==> src/rtl/pwm_pkg.sv <==
package pwm_pkg;
  typedef enum logic [1:0] {
    MODE_OFF      = 2'b00,
    MODE_CMP_ONLY = 2'b01,
    MODE_PWM_ONLY = 2'b10,
    MODE_RUN      = 2'b11
  } pwm_mode_t;

  function automatic pwm_mode_t mode_of(input logic cmp_bit, input logic pwm_bit);
    return pwm_mode_t'({pwm_bit, cmp_bit});
  endfunction
endpackage

==> src/rtl/pwm_mode_dec.sv <==
module pwm_mode_dec
  import pwm_pkg::*;
(
  input  logic cmp_en_i,
  input  logic pwm_en_i,
  output logic run_en_o
);
  pwm_mode_t mode;

  always_comb begin
    mode     = mode_of(cmp_en_i, pwm_en_i);
    run_en_o = (mode == MODE_RUN);
  end
endmodule

==> src/rtl/pwm_wrap_det.sv <==
module pwm_wrap_det #(
  parameter int CNT_W = 8
) (
  input  logic             run_i,
  input  logic [CNT_W-1:0] cnt_i,
  output logic             wrap_o
);
  localparam logic [CNT_W-1:0] CNT_MAX = {CNT_W{1'b1}};

  // Wrap is the counter stepping from all ones to zero, seen only on a run cycle.
  always_comb wrap_o = run_i && (cnt_i == CNT_MAX);
endmodule

==> src/rtl/pwm_duty_buf.sv <==
module pwm_duty_buf #(
  parameter int               CNT_W      = 8,
  parameter logic [CNT_W-1:0] RESET_DUTY = '0
) (
  input  logic             clk,
  input  logic             rst_n,
  input  logic             wr_valid_i,
  input  logic [CNT_W-1:0] wr_data_i,
  input  logic             load_i,
  output logic [CNT_W-1:0] active_o
);
  logic [CNT_W-1:0] shadow_q;
  logic [CNT_W-1:0] active_q;

  always_ff @(posedge clk) begin
    if (!rst_n) begin
      shadow_q <= RESET_DUTY;
      active_q <= RESET_DUTY;
    end else begin
      if (wr_valid_i) shadow_q <= wr_data_i;
      if (load_i)     active_q <= shadow_q;
    end
  end

  assign active_o = active_q;

  // transfer at a wrap
  a_r3_load_on_wrap: assert property (@(posedge clk) disable iff (!rst_n)
    load_i |=> active_q == $past(shadow_q));
  // active duty frozen between wraps and while disabled
  a_r6_hold_no_load: assert property (@(posedge clk) disable iff (!rst_n)
    !load_i |=> $stable(active_q));
  // simultaneous write and wrap
  a_r7_write_on_wrap: assert property (@(posedge clk) disable iff (!rst_n)
    (load_i && wr_valid_i) |=> (shadow_q == $past(wr_data_i)) && (active_q == $past(shadow_q)));
endmodule

==> src/rtl/pwm_cmp.sv <==
module pwm_cmp #(
  parameter int CNT_W = 8
) (
  input  logic [CNT_W-1:0] cnt_i,
  input  logic [CNT_W-1:0] duty_i,
  input  logic             run_en_i,
  output logic             pwm_o
);
  logic below;

  always_comb begin
    below = (cnt_i < duty_i);
    pwm_o = run_en_i ? !below : 1'b1;
  end
endmodule

==> src/rtl/pwm_glitchfree_ch.sv <==
module pwm_glitchfree_ch #(
  parameter int               CNT_W      = 8,
  parameter logic [CNT_W-1:0] RESET_DUTY = '0
) (
  input  logic             clk,
  input  logic             rst_n,
  input  logic [CNT_W-1:0] cnt_lo,
  input  logic             cnt_run,
  input  logic             wr_valid,
  output logic             wr_ready,
  input  logic [CNT_W-1:0] wr_data,
  input  logic             cmp_en,
  input  logic             pwm_en,
  output logic             pwm_out
);
  logic             run_en;
  logic             wrap;
  logic [CNT_W-1:0] active;

  assign wr_ready = 1'b1;

  pwm_mode_dec u_mode (
    .cmp_en_i (cmp_en),
    .pwm_en_i (pwm_en),
    .run_en_o (run_en)
  );

  pwm_wrap_det #(.CNT_W(CNT_W)) u_wrap (
    .run_i  (cnt_run),
    .cnt_i  (cnt_lo),
    .wrap_o (wrap)
  );

  pwm_duty_buf #(.CNT_W(CNT_W), .RESET_DUTY(RESET_DUTY)) u_buf (
    .clk        (clk),
    .rst_n      (rst_n),
    .wr_valid_i (wr_valid),
    .wr_data_i  (wr_data),
    .load_i     (wrap && run_en),
    .active_o   (active)
  );

  pwm_cmp #(.CNT_W(CNT_W)) u_cmp (
    .cnt_i    (cnt_lo),
    .duty_i   (active),
    .run_en_i (run_en),
    .pwm_o    (pwm_out)
  );

  // with a counter that steps by one, a rise lands exactly on the duty count
  a_r1_rise_at_duty: assert property (@(posedge clk) disable iff (!rst_n)
    ($rose(pwm_out) && run_en && $past(run_en)) |-> cnt_lo == active);
  // a fall can only come at the start of a period
  a_r2_fall_at_zero: assert property (@(posedge clk) disable iff (!rst_n)
    ($fell(pwm_out) && run_en && $past(run_en)) |-> cnt_lo == '0);
  // write port never back-pressures
  a_r11_ready: assert property (@(posedge clk) disable iff (!rst_n) wr_ready);
endmodule

==> config.mk <==
export PLATFORM = sky130hd
export DESIGN_NAME = pwm_glitchfree_ch
export DESIGN_NICKNAME = d
export VERILOG_FILES = /design/src/rtl/pwm_pkg.sv /design/src/rtl/pwm_mode_dec.sv /design/src/rtl/pwm_wrap_det.sv /design/src/rtl/pwm_duty_buf.sv /design/src/rtl/pwm_cmp.sv /design/src/rtl/pwm_glitchfree_ch.sv
export SDC_FILE = /design/constraint.sdc
export NUM_CORES = 1
export LEC_CHECK = 0
export BUFFER_PORTS_ARGS = -buffer_cell sky130_fd_sc_hd__clkbuf_2
export CAP_MARGIN = 20
export CORE_ASPECT_RATIO = 0.75
export CORE_MARGIN = 2
export CORE_UTILIZATION = 47
export CTS_BUF_LIST = sky130_fd_sc_hd__clkbuf_8
export DETAILED_ROUTE_END_ITERATION = 10
export PLACE_DENSITY = 0.86
export SYNTH_ARGS = -nofsm -noshare
export SYNTH_HDL_FRONTEND = slang
export SYNTH_HIERARCHICAL = 1
export SYNTH_SLANG_ARGS = --single-unit
==> constraint.sdc <==
create_clock -name clk -period 1.3 [get_ports clk]
set_input_delay 0.13 -clock clk [delete_from_list [all_inputs] [get_ports clk]]
set_output_delay 0.13 -clock clk [all_outputs]
set_load 0.03 [all_outputs]
== After elaboration in Yosys (flattened, before gate mapping) ==
Index checks and enable logic that the tools add are counted.
Storage, ports and cells
  flip-flop bits (word level): 16
  bits of input ports: 22
Operators by class
  $lt $le $gt $ge: 1
  equal/unequal tests: 2
  muxes and demuxes: 1
  reduce and logical (&&, ||, !) cells: 3
Operators by type and width (number)
  $eq 8x8->1 const B: 1
  $lt 8x8->1: 1
  $eq 2x2->1 const B: 1
  $logic_and 1x1->1: 2
  $logic_not 1->1: 1
  $mux 1: 1

== Depth between registers and ports, before layout ==
  word-level depth: 3
  mapped depth: 6
  mapped depth without buffers: 5

== Cells and area by module ==
Netlist, hierarchy kept.
By module, submodules not included
  pwm_duty_buf: times used 1, cells each 51, area an instance 608.1 um^2, seq. area each 320.3 um^2
  pwm_cmp: times used 1, cells each 23, area an instance 178.9 um^2, seq. area each 0.0 um^2
  pwm_wrap_det: times used 1, cells each 4, area an instance 25.0 um^2, seq. area each 0.0 um^2
  pwm_glitchfree_ch: times used 1, cells each 3, area an instance 17.5 um^2, seq. area each 0.0 um^2
  pwm_mode_dec: times used 1, cells each 1, area an instance 6.3 um^2, seq. area each 0.0 um^2

== Worst setup path before layout ==
No wires, ideal clock.
  kind: register to output
  start: register u_buf.active_q[7] (netlist: u_buf/active_o[7])
  end: output port pwm_out
  arrival: 1.410 ns
  data required time: 1.170 ns
  setup slack: -0.240 ns
  stages on the path, launching flop included: 6
  buffers on the path: 0
  cell sequence: dfxtp_1 inv_1 ha_1 and4_1 o21ai_0 o2111ai_1
On the way
  cells in the longest elaborated chain, start to end: 3
RTL lines
  from (decl): line pwm_duty_buf.sv:13  | logic [CNT_W-1:0] active_q;
  from (signal assigned): line pwm_duty_buf.sv:21  | if (load_i) active_q <= shadow_q;
  $lt 8x8->1: line pwm_cmp.sv:12  | below = (cnt_i < duty_i);
  $logic_not 1->1: line pwm_cmp.sv:13  | pwm_o = run_en_i ? !below : 1'b1;
  $mux 1: line pwm_cmp.sv:13
  to (decl): line pwm_glitchfree_ch.sv:14  | output logic pwm_out
Every way passes these cells.

== Worst setup path after layout ==
  start: register u_buf.active_q[2] (netlist: u_buf/active_o[2])
  end: output port pwm_out
Same word-level chain as after synthesis.

==> run_results.csv <==
group,metric,value,unit
run_status,outcome,"finished, violations left",
run_status,violations,"setup timing",
route,final_antenna_net_count,0,
global_routing,grt_pass1_vias,582,
yosys,yosysSeqAreaShare,0.3832,
yosys,synth_warnings,6,
layout,drive_gt1_frac,0.4595,
yosys,postSynthCellCount,82,
critical_path,cp_data_arrival_time,1.55,ns
timing,final_max_slew_viol_count,0,
place,numPortBuffers,22,
power,ir_worst_vdd,0.7608,mV
yosys,synth.cell_area,835.8,µm²
clock_tree,cts-root-buf,"clkbuf_8",
global_routing,grt.overflow.total,0,
power,swShare,0.2181,
yosys,synthDistinctLibCells,21,
global_routing,antenna_found_initial,0,
route,drt_iter0_markers,5,
power,leakage,0.4564,nW
layout,nets,142,
critical_path,required,1.17,ns
route,drc,0,
clock_tree,cts.clk_slew.worst_paths,0.06,ns
yosys,synth-seq-cells,16,
timing,clock.fmax,0.5945,GHz
floorplan,dieArea,0.002135,mm²
place,gp_congestion,0.7037,
power,pwr-share-seq,0.514,
power,pwr-share-clk,0.355,
route,routedWlPerCell,12.53,µm
timing,setup_viol,1,
clock_tree,htree_levels,1,
layout,area_growth,33.98,%
critical_path,end_kind,"output pin",
power,p_int,0.0007821,W
place,dp_hpwl,1332,µm
global_routing,grt_pass1_wl,2408,µm
yosys,avgSynthCellArea,10.19,µm²
global_routing,grt_usage,0.1626,
floorplan,design.core.area,0.001708,mm²
timing,fin_skew,0.001710,ns
route,wirelength,1667,µm
power,total_power,0.001000,W
clock_tree,numCtsBuffers,3,
place,postPlaceCellArea,997.2,µm²
timing,period_share,1.294,
timing,hold_violations,0,
timing,rsz0062_at_grt,"true",
power,combinationalPowerShare,0.131,
critical_path,start_kind,"flip-flop",
route,first_pass_iters,4,
critical_path,setup.worst_path.class,"reg -> out",
min_path,min_path_type,"in -> reg",
route,vias_per_cell,4.955,
timing,period_needed,1.682,ns
route,vias,659,
critical_path,critPathMaxFanout,2,
global_routing,grt_max_degree,17,
timing,finalSetupTns,-0.3821,ns
floorplan,start_util,0.4894,
place,placedCellCount,129,
clock_tree,clock_path_buffers,2,
clock_tree,cts_tree,"built",
yosys,synth_nets,111,
power,p_sw,0.0002181,W
clock_tree,clock_latency,0.24,ns
power,p_per_area,893.2,mW/mm²
run,maxCapViolations,0,
clock_tree,cts_hold_buffers,0,
layout,antennaDiodeCount,0,
layout,finalNonFillerCells,133,
floorplan,ioPinCount,24,
layout,utilization,0.6557,
floorplan,dieWidth,52.70,µm
floorplan,die_h,40.52,µm
timing,timing.final.ws_setup,-0.3821,ns
layout,stdcell_area,0.001120,mm²
clock_tree,cts_sinks,16,
floorplan,core.rowCount,13,
## metal layers
| layer | part of all wire | vias to the layer above | global-route usage |
|---|---|---|---|
| met5 | 0 | - | 0 |
| met4 | 0.016 | 0 | 0.07692 |
| met3 | 0.053 | 4 | 0.03358 |
| met2 | 0.47 | 23 | 0.2938 |
| met1 | 0.46 | 296 | 0.1889 |
| li1 | - | 336 | - |
## worst max-delay path, stage by stage, from the launching register on
cell	delay [ns]
dfxtp_2	0.33
inv_2	0.04
ha_4	0.21
a211o_1	0.25
a31oi_1	0.18
o2111ai_2	0.12
clkbuf_8	0.18
## power by group through the flow
stage	Combinational [W]	Sequential, W	Clock [W]
final	0.000131	0.000514	0.000355
after global routing	0.000146	0.000515	0.000382
after CTS	0.000122	0.000514	0.000360
after detailed placement	0.000118	0.000524	0
after global placement	0.000111	0.000523	0
after floorplan	0.0000714	0.000521	0
## cell families after synthesis
family	Yosys count	share of synthesized area
mux	16	0.1916
other cells	1	0.004487
flops	16	0.3832
compound gates	6	0.05390
simple gates	24	0.1841
fa+ha+maj	7	0.1048
buf+inv	12	0.07784
## state kept, by name, indices dropped and copies added, names as in the netlist
signal / flops
u_buf/active_o: 8
u_buf/shadow_q: 8
## final timing paths
check | startpoint | end | slack (ns) | depth (start not counted)
max | u_buf/active_o[2] | pwm_out | -0.38 | 6
min | wr_data[1] | u_buf/shadow_q[1] | 0.14 | 3
max reg2reg | u_buf/active_o[3] | u_buf/active_o[3] | 0.56 | 3
min reg2reg | u_buf/active_o[4] | u_buf/active_o[4] | 0.51 | 2
## area by class of cell
type	instances	area, µm²
flip-flops and latches	16	329.1
inverters	8	30.03
fillers	145	588.1
clock buffers	3	41.29
well taps	22	27.53
multi-input cells	54	513.0
repair buffers	30	178.9
## what timing repair did
item                       4_1_cts  5_1_grt
buffers inserted                 0        1
setup endpoints to repair        1        1
hold endpoints to repair         0        0
gates resized for setup          8       11
pin swaps                        2        3
## cell usage after synthesis, drive strengths merged
library cell  number  area (µm²)
a211o              2       17.52
a31oi              1       6.260
and2               2       12.51
and4               1       8.760
buf                4       35.03
conb               1       3.750
dfxtp             16       320.3
ha                 7       87.58
inv                8       30.03
mux2i             16       160.2
nand2              1       3.750
nand3              1       5.000
nand4              1       6.260
nor2b             16       100.1
nor3               1       10.01
o2111ai            1       8.760
o211ai             1       7.510
o21ai              1       5.000
or2b               1       7.510
## layout by cell type (no fill, tap or decap)
cell type	synthesis	routed
o21ai_2	0	1
ha_1	7	2
inv_2	0	3
conb_1	1	1
and4_1	1	1
inv_1	8	5
dfxtp_2	0	7
mux2i_1	16	16
a211o_1	2	2
and2_1	2	2
clkbuf_8	0	4
nor3_2	1	1
nand3_1	1	1
o211ai_1	1	1
dfxtp_1	16	9
ha_4	0	4
buf_4	1	8
o2111ai_2	0	1
nand2_1	1	1
a31oi_1	1	1
ha_2	0	1
nand4_1	1	1
nor2b_1	16	16
clkbuf_2	0	21
or2b_1	1	1
## per-stage QoR
stage	hold slack [ns]	setup slack, ns
2_1_floorplan	0.2582	-0.1392
3_3_place_gp	0.3862	-0.2268
3_5_place_dp	0.3994	-0.2629
4_1_cts	0.1465	-0.4151
5_1_grt	0.1474	-0.4226
6_report	0.1437	-0.3821
No activity file was read; power rests on OpenSTA's default activity.
